## config.mk

```make
export PLATFORM = sky130hd
export DESIGN_NAME = burst_addr_gen
export DESIGN_NICKNAME = d
export VERILOG_FILES = /design/src/rtl/burst_pkg.sv /design/src/rtl/burst_start_ctl.sv /design/src/rtl/burst_beat_ctr.sv /design/src/rtl/burst_seq_map.sv /design/src/rtl/burst_addr_gen.sv
export SDC_FILE = /design/constraint.sdc
export NUM_CORES = 1
export LEC_CHECK = 0
export ABC_CLOCK_PERIOD_IN_PS = 3200
export BUFFER_PORTS_ARGS = -buffer_cell sky130_fd_sc_hd__buf_4
export CORE_MARGIN = 2
export CORE_UTILIZATION = 53
export CTS_BUF_LIST = sky130_fd_sc_hd__clkbuf_8
export CTS_CLUSTER_DIAMETER = 30
export DETAILED_ROUTE_END_ITERATION = 7
export HOLD_SLACK_MARGIN = 0.1
export PLACE_DENSITY = 0.85
export SYNTH_ARGS = -nofsm -noshare
export SYNTH_HDL_FRONTEND = slang
export SYNTH_SLANG_ARGS = --single-unit
```

## constraint.sdc

```tcl
create_clock -name clk -period 3.2 [get_ports clk]
set_clock_uncertainty 0.2 [all_clocks]
set_input_delay 0.64 -clock clk [delete_from_list [all_inputs] [get_ports clk]]
set_output_delay 0.64 -clock clk [all_outputs]
set_load 0.005 [all_outputs]
```

## src/rtl/burst_pkg.sv

```systemverilog
// Package: shared types and constants for the burst address generator.
// Assumes a fixed four-beat burst, so the beat counter is two bits wide.
package burst_pkg;

    localparam int BEAT_W = 2;

    typedef enum logic {
        ORD_INTERLEAVE = 1'b0,
        ORD_LINEAR     = 1'b1
    } burst_order_e;

endpackage

```

## src/rtl/burst_start_ctl.sv

```systemverilog
// burst_start_ctl: turns the two start strobes and the advance strobe into
// one load command and one step command. A load always wins over a step.
// Assumes all strobes are synchronous to the consuming register's clock.
module burst_start_ctl (
    input  logic start_a,
    input  logic start_b,
    input  logic advance,
    output logic load,
    output logic step
);

    // Merge the strobes and apply load-over-step priority.
    always_comb begin
        load = start_a | start_b;
        step = advance & ~load;
    end

endmodule

```

## src/rtl/burst_beat_ctr.sv

```systemverilog
// burst_beat_ctr: beat counter for one burst. It clears to 0 on a load,
// increments (wrapping) on a step, and flags the final beat.
// Assumes load and step are never both high (burst_start_ctl ensures this).
module burst_beat_ctr
    import burst_pkg::*;
#(
    parameter int CNT_W = BEAT_W
) (
    input  logic             clk,
    input  logic             rst_n,
    input  logic             load,
    input  logic             step,
    output logic [CNT_W-1:0] beat,
    output logic             last
);

    localparam logic [CNT_W-1:0] BEAT_MAX = {CNT_W{1'b1}};

    // Beat register: reset, restart on load, advance with wrap on step.
    always_ff @(posedge clk) begin
        if (!rst_n)
            beat <= '0;
        else if (load)
            beat <= '0;
        else if (step)
            beat <= beat + 1'b1;
    end

    // Final-beat flag decoded from the count.
    always_comb last = (beat == BEAT_MAX);

    // a step from the last beat returns to beat 0
    a_r7_wrap_to_zero: assert property (@(posedge clk) disable iff (!rst_n)
        (last && step) |=> (beat == '0));

    // any load restarts the burst at beat 0
    a_r3_load_restarts: assert property (@(posedge clk) disable iff (!rst_n)
        load |=> (beat == '0 && !last));

endmodule

```

## src/rtl/burst_seq_map.sv

```systemverilog
// burst_seq_map: maps the loaded start offset and the beat count to the
// current low address bits, for either linear or interleaved order.
// Assumes offset and beat have the same width. Purely combinational.
module burst_seq_map
    import burst_pkg::*;
#(
    parameter int OFF_W = BEAT_W
) (
    input  logic [OFF_W-1:0] start_off,
    input  logic [OFF_W-1:0] beat,
    input  burst_order_e     order,
    output logic [OFF_W-1:0] cur_off
);

    logic [OFF_W-1:0] xor_off;
    logic [OFF_W-1:0] sum_off;

    // Interleaved order: bitwise XOR of offset and beat.
    for (genvar i = 0; i < OFF_W; i++) begin : g_ilv_bit
        assign xor_off[i] = start_off[i] ^ beat[i];
    end

    // Linear order: modular sum, carry discarded by the width.
    always_comb sum_off = start_off + beat;

    // Pick the ordering selected by the strap.
    always_comb cur_off = (order == ORD_LINEAR) ? sum_off : xor_off;

endmodule

```

## src/rtl/burst_addr_gen.sv

```systemverilog
// burst_addr_gen: burst address generator for a synchronous burst SRAM.
// It captures the external address on either start strobe, steps the low
// two bits through a four-beat burst on advance, and flags the last beat.
// Assumes the order strap is static during a burst. A high strap selects
// interleaved order, so a pulled-up open pin gives interleaved order.
module burst_addr_gen
    import burst_pkg::*;
#(
    parameter int ADDR_W = 19
) (
    input  logic              clk,
    input  logic              rst_n,
    input  logic [ADDR_W-1:0] addr_in,
    input  logic              start_a,
    input  logic              start_b,
    input  logic              advance,
    input  logic              order_lin_n,
    output logic [ADDR_W-1:0] addr_out,
    output logic              last_beat
);

    localparam int HI_W = ADDR_W - BEAT_W;

    logic              load;
    logic              step;
    logic [BEAT_W-1:0] beat;
    logic [ADDR_W-1:0] base_q;
    logic [BEAT_W-1:0] cur_off;
    burst_order_e      order;

    // Decode the strap: only a low level selects linear order.
    always_comb order = (order_lin_n == 1'b0) ? ORD_LINEAR : ORD_INTERLEAVE;

    burst_start_ctl u_start (
        .start_a (start_a),
        .start_b (start_b),
        .advance (advance),
        .load    (load),
        .step    (step)
    );

    burst_beat_ctr #(.CNT_W(BEAT_W)) u_beat (
        .clk   (clk),
        .rst_n (rst_n),
        .load  (load),
        .step  (step),
        .beat  (beat),
        .last  (last_beat)
    );

    // Base address register: captures the external address on a load.
    always_ff @(posedge clk) begin
        if (!rst_n)
            base_q <= '0;
        else if (load)
            base_q <= addr_in;
    end

    burst_seq_map #(.OFF_W(BEAT_W)) u_map (
        .start_off (base_q[BEAT_W-1:0]),
        .beat      (beat),
        .order     (order),
        .cur_off   (cur_off)
    );

    // Output address: fixed upper part and sequenced low offset.
    always_comb addr_out = {base_q[ADDR_W-1:BEAT_W], cur_off};

    // a start loads the external address unchanged
    a_r1_load_addr: assert property (@(posedge clk) disable iff (!rst_n)
        (start_a || start_b) |=> (addr_out == $past(addr_in)));

    // upper bits do not move while the burst steps
    a_r6_upper_fixed: assert property (@(posedge clk) disable iff (!rst_n)
        (advance && !start_a && !start_b) |=>
            (addr_out[ADDR_W-1 -: HI_W] == $past(addr_out[ADDR_W-1 -: HI_W])));

    // with no strobe and a steady strap, the address holds
    a_r8_hold: assert property (@(posedge clk) disable iff (!rst_n)
        (!advance && !start_a && !start_b) |=>
            ($stable(order_lin_n) -> $stable(addr_out)));

    // the flag is low straight after any load
    a_r9_flag_after_load: assert property (@(posedge clk) disable iff (!rst_n)
        (start_a || start_b) |=> !last_beat);

endmodule

```

* Word-level counts from Yosys, hierarchy flattened
Index checks and enable logic that the tools add are counted.
Storage, ports and cells: bits of input ports 25, register bits 21, word-level logic and storage cells 13
Cells by class: bitwise logic cells 6, equality and inequality tests 1, mux-type cells 1, add/sub/neg operators 2, reduce and logical (&&, ||, !) cells 1
Operators by type and width (number):
- 2-bit by 1-bit adder with 2-bit output (second input constant) | 1
- 2-bit adder | 1
- 2-bit equality test (second input constant) | 1
- 2-bit two-way mux | 1
- 1-bit inverter | 2
- 2-bit OR reduction | 1
- 1-bit XOR | 2
- 1-bit bitwise AND | 1
- 1-bit bitwise OR | 1

* Longest topological paths before layout
word-level depth 3, gate-level depth with buffers 4

* By module
A second synthesis with hierarchy kept.
Second synthesis, totals: cells, all modules 92, area total of the unflattened synthesis 988.4 um2
By module, submodules not included:
- burst_addr_gen | sequential area each 380.4 um2, times used 1, area each 855.8 um2, cells an instance 78
- burst_beat_ctr | sequential area each 40.0 um2, times used 1, area each 85.1 um2, cells an instance 8
- burst_seq_map | sequential area each 0.0 um2, times used 1, area each 33.8 um2, cells an instance 4
- burst_start_ctl | sequential area each 0.0 um2, times used 1, area each 13.8 um2, cells an instance 2

* Worst setup path after synthesis
Ideal clock, no wire load.
path type input -> output, from input port order_lin_n, to output port addr_out[1], buffers on the path 0, data arrival time 0.893 ns, path slack 1.467 ns, cell stages on the path 2, path through nor2b_1 > xnor2_1
On the way: word-level cells in the longest chain between the ends 1
RTL lines:
- start, declared | line burst_addr_gen.sv:17 | input logic order_lin_n,
- 2-bit two-way mux | line burst_seq_map.sv:27 | always_comb cur_off = (order == ORD_LINEAR) ? sum_off : xor_off;
- end, declared | line burst_addr_gen.sv:18 | output logic [ADDR_W-1:0] addr_out,
No other way between the ends.

* Final worst setup path
from register u_beat.beat[0], to output port addr_out[1]
On the way: word-level cells in the longest chain between the ends 2
RTL lines:
- start, declared | line burst_beat_ctr.sv:13 | output logic [CNT_W-1:0] beat,
- start signal, assigned | line burst_beat_ctr.sv:26 | beat <= beat + 1'b1;
- 2-bit adder | line burst_seq_map.sv:24 | always_comb sum_off = start_off + beat;
- 2-bit two-way mux | line burst_seq_map.sv:27
No other way between the ends.

==> impl_metrics.tcl <==
set metrics [dict create \
    min_period_over_period 0.6415 \
    period_needed_ps 2053 \
    core_um2 1942 \
    path_max_fanout 3 \
    synthToLayoutAreaGrowth_pct 21.71 \
    drt_iter0_drc 5 \
    yosysTopAreaCell "dfxtp_1" \
    antenna_found_initial 0 \
    synthDistinctLibCells 14 \
    crit_type "reg2out" \
    status "completed" \
    cap_violations 0 \
    start_util 0.5580 \
    wirelength_um 1963 \
    clk_path_buf_depth 2 \
    final_hold_viol_count 0 \
    via_per_inst 5.037 \
    holdBufCountCts 0 \
    synth.most_common_cell "dfxtp_1" \
    ys_ff_latch 21 \
    dp_hpwl_um 1233 \
    dr.pass1.iters 4 \
    crit_required_ps 2360 \
    grt_first_pass_wirelength_um 3387 \
    synth_ff_type "dfxtp_1" \
    p_per_area_nw_per_um2 405.7 \
    timing.setup.tns_ps 0 \
    grt_pass1_vias 785 \
    grt_remaining_overflow 0 \
    placementRows 16 \
    hold_path.class "reg2reg" \
    vdd_ir_drop_max_v 0.0002929 \
    synth_top_area_frac 0.3880 \
    cts_buffers 3 \
    grt_max_degree 41 \
    postCtsSetupBuffers 0 \
    dieArea_um2 2422 \
    post-route-drc-count 0 \
    clock_sink_count 21 \
    gr-usage-met2 0.2928 \
    synthTopCellsByCount "dfxtp_1 (21), a21boi_1 (19), or3b_1 (19)" \
    antenna_cells 0 \
    die_h_um 49.22 \
    rsz0062_at_grt "false" \
    synthArstFlopShare 0 \
    cts-root-buf "clkbuf_8" \
    ys_seq_area_frac 0.3880 \
    nets 163 \
    insertion_delay_ps 250 \
    use_met3 0.03681 \
    drive_gt1_frac 0.3481 \
    grt_use_total 0.1756 \
    ys_warn_count 0 \
    end_kind "output pin" \
    syn_area_um2 1084 \
    wl_per_cell_um 12.12 \
    fmax_ghz 0.4872 \
    gp_congestion 0.7248 \
    final_max_slew_viol_count 0 \
    cts_tree "done" \
    start_kind "register" \
    use_met1 0.2246 \
    relSlewSlack 0.7900 \
    placed_cell_area_um2 1274 \
    synth_nets 142 \
    power_mw 0.5351 \
    arrival_ps 1210 \
    hold_slack_ps 351.5 \
    setup_viol 0 \
    final_cell_area_um2 1319 \
    die_x_um 49.22 \
    postCtsResizedCells 0 \
    via_count 816 \
    syn_avg_cell_area_um2 9.422 \
    synth-edff-count 0 \
    synthCells 115 \
    globalRoute.busiestLayer "met2" \
    ant_nets 0 \
    h-tree-depth 1 \
    port_buffers 44 \
    leakage_nw 0.5590 \
    path_clk_slew_ps 70 \
    tightest_slew_ps 315.0 \
    synth_area_leaders "dfxtp_1 (39%), or3b_1 (15%), a21boi_1 (13%)" \
    pin_count 45 \
]
==> routing by layer <==
metal	up-vias	part of all wire
met2	29	0.46
met1	360	0.46
met4	0	0.0061
li1	425	-
met3	2	0.066
met5	-	0
==> cells in the final DEF, fill, tap and decap left out <==
cell type and instances:
xnor2_1 3, o21ai_1 1, clkbuf_8 3, a21boi_1 19
o21ai_0 18, or3b_1 19, inv_1 1, dfxtp_1 21
mux2i_1 1, nor4b_1 2, ha_1 2, buf_4 44
nor2b_1 1
==> worst max-delay path, cell delays in order (launching register included) <==
cell and delay, ps:
dfxtp_1 380, ha_1 170, nor2b_1 150, xnor2_1 130, buf_4 130
==> kinds of logic after synthesis <==
logic type	after synthesis	share of synthesized area
compound gates	38	0.2194
buf+inv	28	0.1605
simple gates	22	0.1755
flops	21	0.3880
xor+xnor	3	0.02425
fa+ha+maj	2	0.02309
mux	1	0.009238
==> layout make-up <==
| class | count | area, um^2 |
|---|---|---|
| clock inverters | 1 | 3.754 |
| well taps | 27 | 33.78 |
| clock buffers | 3 | 41.29 |
| multi-input cells | 66 | 489.2 |
| fillers | 166 | 623.1 |
| flip-flops and latches | 21 | 420.4 |
| repair buffers | 44 | 330.3 |
==> through the flow <==
stage                     worst slack, ps  std cells    util
final                                1147        162  0.6791
after global routing                 1056        162  0.6791
after CTS                            1139        162  0.6791
after detailed placement             1232        158  0.6559
after global placement               1246        158  0.6559
after floorplan                      1467        115       -
==> state kept, by name (all words and copies together) (netlist names) <==
name         cells
base_q          19
u_beat.beat      2
==> power breakdown <==
| part | switching, mW | leakage [nW] | internal [mW] |
|---|---|---|---|
| logic | 0.0342 | 0.358 | 0.0545 |
| registers | 0.00714 | 0.174 | 0.277 |
| clock network | 0.0775 | 0.0269 | 0.0851 |
| total | 0.119 | 0.559 | 0.416 |
==> final timing paths <==
check | start | endpoint | slack, ps | cells after the start
worst max-delay path | u_beat.beat[0]$_SDFFE_PP0P_ | addr_out[1] | 1150 | 4
worst min-delay path | base_q[3]$_SDFFE_PN0P_ | base_q[3]$_SDFFE_PN0P_ | 350 | 2
worst max register to register | u_beat.beat[0]$_SDFFE_PP0P_ | u_beat.beat[1]$_SDFFE_PP0P_ | 2010 | 3
worst min register to register | base_q[3]$_SDFFE_PN0P_ | base_q[3]$_SDFFE_PN0P_ | 350 | 2
Power figures use the tool's default switching activity.
